**config.mk**
```make
export PLATFORM = sky130hd
export DESIGN_NAME = prog_flag_fifo
export DESIGN_NICKNAME = d
export VERILOG_FILES = /design/src/rtl/pff_pkg.sv /design/src/rtl/pff_ctrl.sv /design/src/rtl/pff_dpath.sv /design/src/rtl/prog_flag_fifo.sv
export SDC_FILE = /design/constraint.sdc
export NUM_CORES = 2
export LEC_CHECK = 0
export ABC_AREA = 1
export CAP_MARGIN = 5
export CORE_UTILIZATION = 57
export CTS_CLUSTER_DIAMETER = 200
export DETAILED_ROUTE_END_ITERATION = 16
export PLACE_DENSITY_LB_ADDON = 0.05
export SLEW_MARGIN = 10
export SYNTH_ARGS = -nofsm -noshare
export SYNTH_HDL_FRONTEND = slang
export SYNTH_HIERARCHICAL = 1
export SYNTH_SLANG_ARGS = --single-unit
export TNS_END_PERCENT = 50
```
**constraint.sdc**
```tcl
create_clock -name clk -period 7.1 [get_ports clk]
set_clock_uncertainty 0.2 [all_clocks]
set_input_delay 1.065 -clock clk [delete_from_list [all_inputs] [get_ports clk]]
set_output_delay 1.065 -clock clk [all_outputs]
set_load 0.005 [all_outputs]
```
**src/rtl/pff_pkg.sv**
```systemverilog
package pff_pkg;
  // Strobes sent from the control to the datapath each cycle
  typedef struct packed {
    logic wrDo;     // write wrData into the array at wrAddr
    logic loadOut;  // load the output register
    logic bypass;   // load the output register from wrData instead of the array
  } dpStrobe_t;
endpackage

```
**src/rtl/pff_ctrl.sv**
```systemverilog
module pff_ctrl
  import pff_pkg::*;
#(
  parameter int DEPTH = 64,
  localparam int AW = $clog2(DEPTH),
  localparam int CW = AW + 1
) (
  input  logic          clk,
  input  logic          rstN,
  input  logic          fwftSel,
  input  logic          loadEn,
  input  logic          wrEn,
  input  logic          rdEn,
  input  logic          markIn,
  input  logic          retxIn,
  input  logic [CW-1:0] emptyOffset,
  input  logic [CW-1:0] fullOffset,
  output dpStrobe_t     strobe,
  output logic [AW-1:0] wrAddr,
  output logic [AW-1:0] rdAddr,
  output logic          fwftMode,
  output logic [CW-1:0] occ,
  output logic          rdFlag,
  output logic          wrFlag,
  output logic          halfFull,
  output logic          almostEmptyN,
  output logic          almostFullN
);
  localparam logic [CW-1:0] DEPTH_C = CW'(DEPTH);
  localparam logic [CW-1:0] HALF_C  = CW'(DEPTH / 2);

  // The pointers carry one extra wrap bit, so occupancy is a plain subtraction
  logic [CW-1:0] wrPtr, rdPtr, markPtr;
  logic [CW-1:0] wrPtrNext, rdPtrNext, occNext, freeCnt;
  logic isEmpty, isFull, wrDo, rdDo, retxDo, markDo;

  always_comb begin
    occ      = wrPtr - rdPtr;
    freeCnt  = DEPTH_C - occ;
    isEmpty  = (occ == '0);
    isFull   = (occ == DEPTH_C);
    wrDo     = loadEn & wrEn & ~isFull;
    retxDo   = loadEn & retxIn;
    rdDo     = loadEn & rdEn & ~isEmpty & ~retxDo;
    markDo   = loadEn & markIn;
    wrPtrNext = wrPtr + CW'(wrDo);
    rdPtrNext = retxDo ? markPtr : (rdPtr + CW'(rdDo));
    occNext   = wrPtrNext - rdPtrNext;
  end

  // Strobes to the datapath; the read mode picks how the output register is fed
  always_comb begin
    strobe.wrDo = wrDo;
    wrAddr      = wrPtr[AW-1:0];
    if (fwftMode) begin
      // The register always holds the head as it will be after this edge
      strobe.loadOut = (occNext != '0);
      strobe.bypass  = wrDo & (wrPtr == rdPtrNext);
      rdAddr         = rdPtrNext[AW-1:0];
    end else begin
      strobe.loadOut = rdDo;
      strobe.bypass  = 1'b0;
      rdAddr         = rdPtr[AW-1:0];
    end
  end

  always_ff @(posedge clk) begin
    if (!rstN) begin
      wrPtr    <= '0;
      rdPtr    <= '0;
      markPtr  <= '0;
      fwftMode <= fwftSel;
    end else begin
      wrPtr <= wrPtrNext;
      rdPtr <= rdPtrNext;
      if (markDo) markPtr <= rdPtr;
    end
  end

  // Flags follow the registered pointers
  always_comb begin
    rdFlag       = fwftMode ? ~isEmpty : isEmpty;
    wrFlag       = fwftMode ? ~isFull  : isFull;
    halfFull     = (occ > HALF_C);
    almostEmptyN = ~(occ < emptyOffset);
    almostFullN  = ~(freeCnt <= fullOffset);
  end
endmodule

```
**src/rtl/pff_dpath.sv**
```systemverilog
module pff_dpath
  import pff_pkg::*;
#(
  parameter int DATA_W = 36,
  parameter int DEPTH  = 64,
  localparam int AW = $clog2(DEPTH)
) (
  input  logic              clk,
  input  logic              rstN,
  input  dpStrobe_t         strobe,
  input  logic [AW-1:0]     wrAddr,
  input  logic [AW-1:0]     rdAddr,
  input  logic [DATA_W-1:0] wrData,
  output logic [DATA_W-1:0] rdData
);
  logic [DATA_W-1:0] store [DEPTH];

  always_ff @(posedge clk) begin
    if (strobe.wrDo) store[wrAddr] <= wrData;
  end

  always_ff @(posedge clk) begin
    if (!rstN)               rdData <= '0;
    else if (strobe.loadOut) rdData <= strobe.bypass ? wrData : store[rdAddr];
  end
endmodule

```
**src/rtl/prog_flag_fifo.sv**
```systemverilog
module prog_flag_fifo
  import pff_pkg::*;
#(
  parameter int DATA_W = 36,
  parameter int DEPTH  = 64,
  localparam int AW = $clog2(DEPTH),
  localparam int CW = AW + 1
) (
  input  logic              clk,
  input  logic              rstN,
  input  logic              fwftSel,
  input  logic              loadEn,
  input  logic              wrEn,
  input  logic [DATA_W-1:0] wrData,
  input  logic              rdEn,
  output logic [DATA_W-1:0] rdData,
  input  logic              mark,
  input  logic              retransmit,
  input  logic [CW-1:0]     emptyOffset,
  input  logic [CW-1:0]     fullOffset,
  output logic              rdFlag,
  output logic              wrFlag,
  output logic              halfFull,
  output logic              almostEmptyN,
  output logic              almostFullN
);
  dpStrobe_t     strobe;
  logic [AW-1:0] wrAddr, rdAddr;
  logic          fwftMode;
  logic [CW-1:0] occ;

  pff_ctrl #(.DEPTH(DEPTH)) ctrl_i (
    .clk(clk), .rstN(rstN), .fwftSel(fwftSel), .loadEn(loadEn),
    .wrEn(wrEn), .rdEn(rdEn), .markIn(mark), .retxIn(retransmit),
    .emptyOffset(emptyOffset), .fullOffset(fullOffset),
    .strobe(strobe), .wrAddr(wrAddr), .rdAddr(rdAddr),
    .fwftMode(fwftMode), .occ(occ),
    .rdFlag(rdFlag), .wrFlag(wrFlag), .halfFull(halfFull),
    .almostEmptyN(almostEmptyN), .almostFullN(almostFullN)
  );

  pff_dpath #(.DATA_W(DATA_W), .DEPTH(DEPTH)) dpath_i (
    .clk(clk), .rstN(rstN), .strobe(strobe),
    .wrAddr(wrAddr), .rdAddr(rdAddr), .wrData(wrData), .rdData(rdData)
  );
endmodule

```
==> results.json <==
{
  "yosysUniqueCellTypes": 41,
  "areaGrowthSynthToFinish_pct": 12.1,
  "drive_gt1_frac": 0.0829,
  "status": "finished, final reports clean",
  "antenna_left": 0,
  "detailed_place_hpwl_um": 147000,
  "slowest_delay_ns": 0.74,
  "ctsHoldBuffers": 0,
  "cp-start-kind": "flip-flop",
  "grt_max_degree": 180,
  "core.rowCount": 150,
  "cp.arrival_ns": 6.76,
  "max_slew.worst_pin.slew_ns": 1.23,
  "path_clk_slew_ns": 0.06,
  "cts_made_buffers": 236,
  "cp_data_required_time_ns": 7.61,
  "dieArea_mm2": 0.170,
  "setup_violations": 0,
  "grt_pass1_wl_um": 405000,
  "crit_fanout": 45,
  "grt_usage": 0.325,
  "avgSynthCellArea_um2": 11.8,
  "ir_worst_vdd_uv": 268,
  "cts_tree": "yes",
  "design_area_mm2": 0.108,
  "layout_common_cells": "nand2_1 (2601), edfxtp_1 (2305), nand3_1 (2226)",
  "layout_commonest_cell": "nand2_1",
  "crit_type": "flip-flop to flip-flop",
  "antenna_found_initial": 8,
  "tns_ns": 0,
  "port-buffer-count": 98,
  "wire_per_inst_um": 26.3,
  "hold_class": "input pin to flip-flop",
  "place_congestion": 0.835,
  "clk_latency_ns": 0.87,
  "period_minus_slack_ns": 6.25,
  "ctsHtreeMaxLevel": 4,
  "overflow": 0,
  "final-hold-violation-count": 0,
  "cts.sinks": 2362,
  "vias": 64500,
  "dr.pass1.iters": 7,
  "ys_seq_area_frac": 0.733,
  "cap_violations": 0,
  "syn_inst": 8125,
  "slew-limit-headroom": 0.178,
  "nNetsFinal": 8263,
  "fin_total_pwr_uw": 30700,
  "synth_seq_cells": 2362,
  "maxClockFrequency_ghz": 0.160,
  "routed_wl_um": 277000,
  "post-cts-setup-buffers": 0,
  "leakagePower_uw": 0.0380,
  "place_area_mm2": 0.100,
  "ioPinCount": 99,
  "drc_errors": 0,
  "synthesis.area_mm2": 0.0960,
  "maxSlewViolCount": 0,
  "drt_iter0_drc": 8073,
  "cts_resized": 0,
  "powerDensity_mw_per_mm2": 286,
  "synth_warnings": 6,
  "whs_ns": 0.234,
  "initial_core_util": 0.574,
  "cts_buffer_depth": 3,
  "viasPerCell": 6.10,
  "rsz0062_at_grt": "false",
  "root_buffer": "clkbuf_16",
  "critPathSlowestCell": "inv_2",
  "die_w_um": 412,
  "core-area_mm2": 0.167,
  "syn_nets": 8210,
  "die-height_um": 412,
  "grt_pass1_vias": 61100,
  "end_kind": "flip-flop",
  "min_period_over_period": 0.881
}
path summary, 6_finish.rpt:
path / slack [ns] / from / end / cells after the start
setup / recovery: 0.85 / ctrl_i/wrPtr[0]$_SDFF_PN0_ / dpath_i/rdData[3]$_SDFFE_PN0P_ / 32
hold / removal: 0.23 / wrData[14] / dpath_i/store[42][14]$_DFFE_PP_ / 1
setup reg to reg: 0.85 / ctrl_i/wrPtr[0]$_SDFF_PN0_ / dpath_i/rdData[3]$_SDFFE_PN0P_ / 32
hold reg to reg: 0.27 / ctrl_i/markPtr[1]$_SDFFE_PN0P_ / ctrl_i/markPtr[1]$_SDFFE_PN0P_ / 2
critical path: cells and delay by family (launching register included):
kind | cells | cell delay, ns
flip-flops | 1 | 0.29
XOR/XNOR | 3 | 0.60
buffers and inverters | 8 | 1.77
AND/OR/NAND/NOR | 12 | 1.30
adder cells (fa/ha/maj) | 4 | 1.13
AO/OA/AOI/OAI | 5 | 0.71
sequential cells by signal, summed over array words and instances (netlist names):
register,cells
ctrl_i/rdPtr,7
ctrl_i/fwftMode,1
ctrl_i/markPtr,7
dpath_i/store,2304
dpath_i/rdData,36
ctrl_i/wrPtr,7
stage by stage:
step / worst slack (ns) / cells / util
6_report: 0.846 / 10600 / 0.643
5_1_grt: 0.426 / 10600 / 0.643
4_1_cts: 0.949 / 10600 / 0.643
3_5_place_dp: 0.995 / 10100 / 0.599
3_3_place_gp: 1.04 / 10100 / 0.599
2_1_floorplan: 0.379 / 8125 / -
routing by layer:
layer	global-route usage	wire (um)	vias up
met5	0	37	-
met4	0.108	8750	4
met3	0.0564	26700	498
met2	0.513	130000	3236
met1	0.461	112000	31800
li1	-	-	28900
kinds of logic after synthesis:
family,after synthesis,share of synthesized area
AOI/OAI and AO/OA,83,0.00476
xor gates and xnor gates,19,0.00181
adders and majority gates,27,0.00360
buffers and inverters,609,0.0301
DFF,2362,0.733
and+or+nand+nor,5025,0.227
area by class of cell:
| class | instances | area, um2 |
|---|---|---|
| Sequential cell | 2362 | 70400 |
| Fill cell | 12600 | 59700 |
| Multi-Input combinational cell | 5154 | 23300 |
| Clock buffer | 297 | 6200 |
| Timing Repair Buffer | 346 | 3350 |
| Tap cell | 2204 | 2760 |
| Clock inverter | 127 | 1260 |
| Inverter | 78 | 340 |
| Antenna cell | 1 | 2.50 |
synth_stat cells:
| cell type | instances | area (um2) |
|---|---|---|
| nand2_1 | 2601 | 9760 |
| edfxtp_1 | 2305 | 69200 |
| nand3_1 | 2226 | 11100 |
| buf_2 | 304 | 1520 |
| nor2_1 | 156 | 586 |
| clkbuf_1 | 105 | 394 |
| buf_1 | 72 | 270 |
| inv_1 | 64 | 240 |
| dfxtp_1 | 57 | 1140 |
| a21oi_1 | 54 | 270 |
| buf_4 | 43 | 323 |
| ha_1 | 26 | 325 |
| nand4_1 | 17 | 106 |
| o21ai_0 | 17 | 85.1 |
| xor2_1 | 13 | 114 |
| inv_2 | 10 | 37.5 |
| nor4_1 | 9 | 56.3 |
| buf_6 | 7 | 78.8 |
| nand2_2 | 7 | 43.8 |
| xnor2_1 | 5 | 43.8 |
| clkinv_1 | 2 | 7.51 |
| inv_4 | 2 | 12.5 |
| o21ai_1 | 2 | 10.0 |
| o21ai_2 | 2 | 17.5 |
| o21bai_1 | 2 | 15.0 |
| or2_1 | 2 | 12.5 |
| a211oi_1 | 1 | 7.51 |
| a211oi_2 | 1 | 12.5 |
| a21oi_2 | 1 | 8.76 |
| fa_1 | 1 | 20.0 |
| nand2_4 | 1 | 11.3 |
| nand3_2 | 1 | 10.0 |
| nand3b_1 | 1 | 7.51 |
| nor2_2 | 1 | 6.26 |
| nor3_1 | 1 | 5.00 |
| nor3_2 | 1 | 10.0 |
| o211ai_1 | 1 | 7.51 |
| o21ai_4 | 1 | 16.3 |
| o22ai_1 | 1 | 6.26 |
| or2_2 | 1 | 6.26 |
| xor2_2 | 1 | 16.3 |
where the power goes:
group / leakage (uW) / internal [uW] / switching, uW / total [uW]
combinational: 0.0132 / 894 / 2250 / 3140
sequential: 0.0212 / 15400 / 86.2 / 15400
clock: 0.00363 / 6960 / 5190 / 12200
total: 0.0380 / 23200 / 7530 / 30700
No activity file was read; power rests on OpenSTA's default activity.
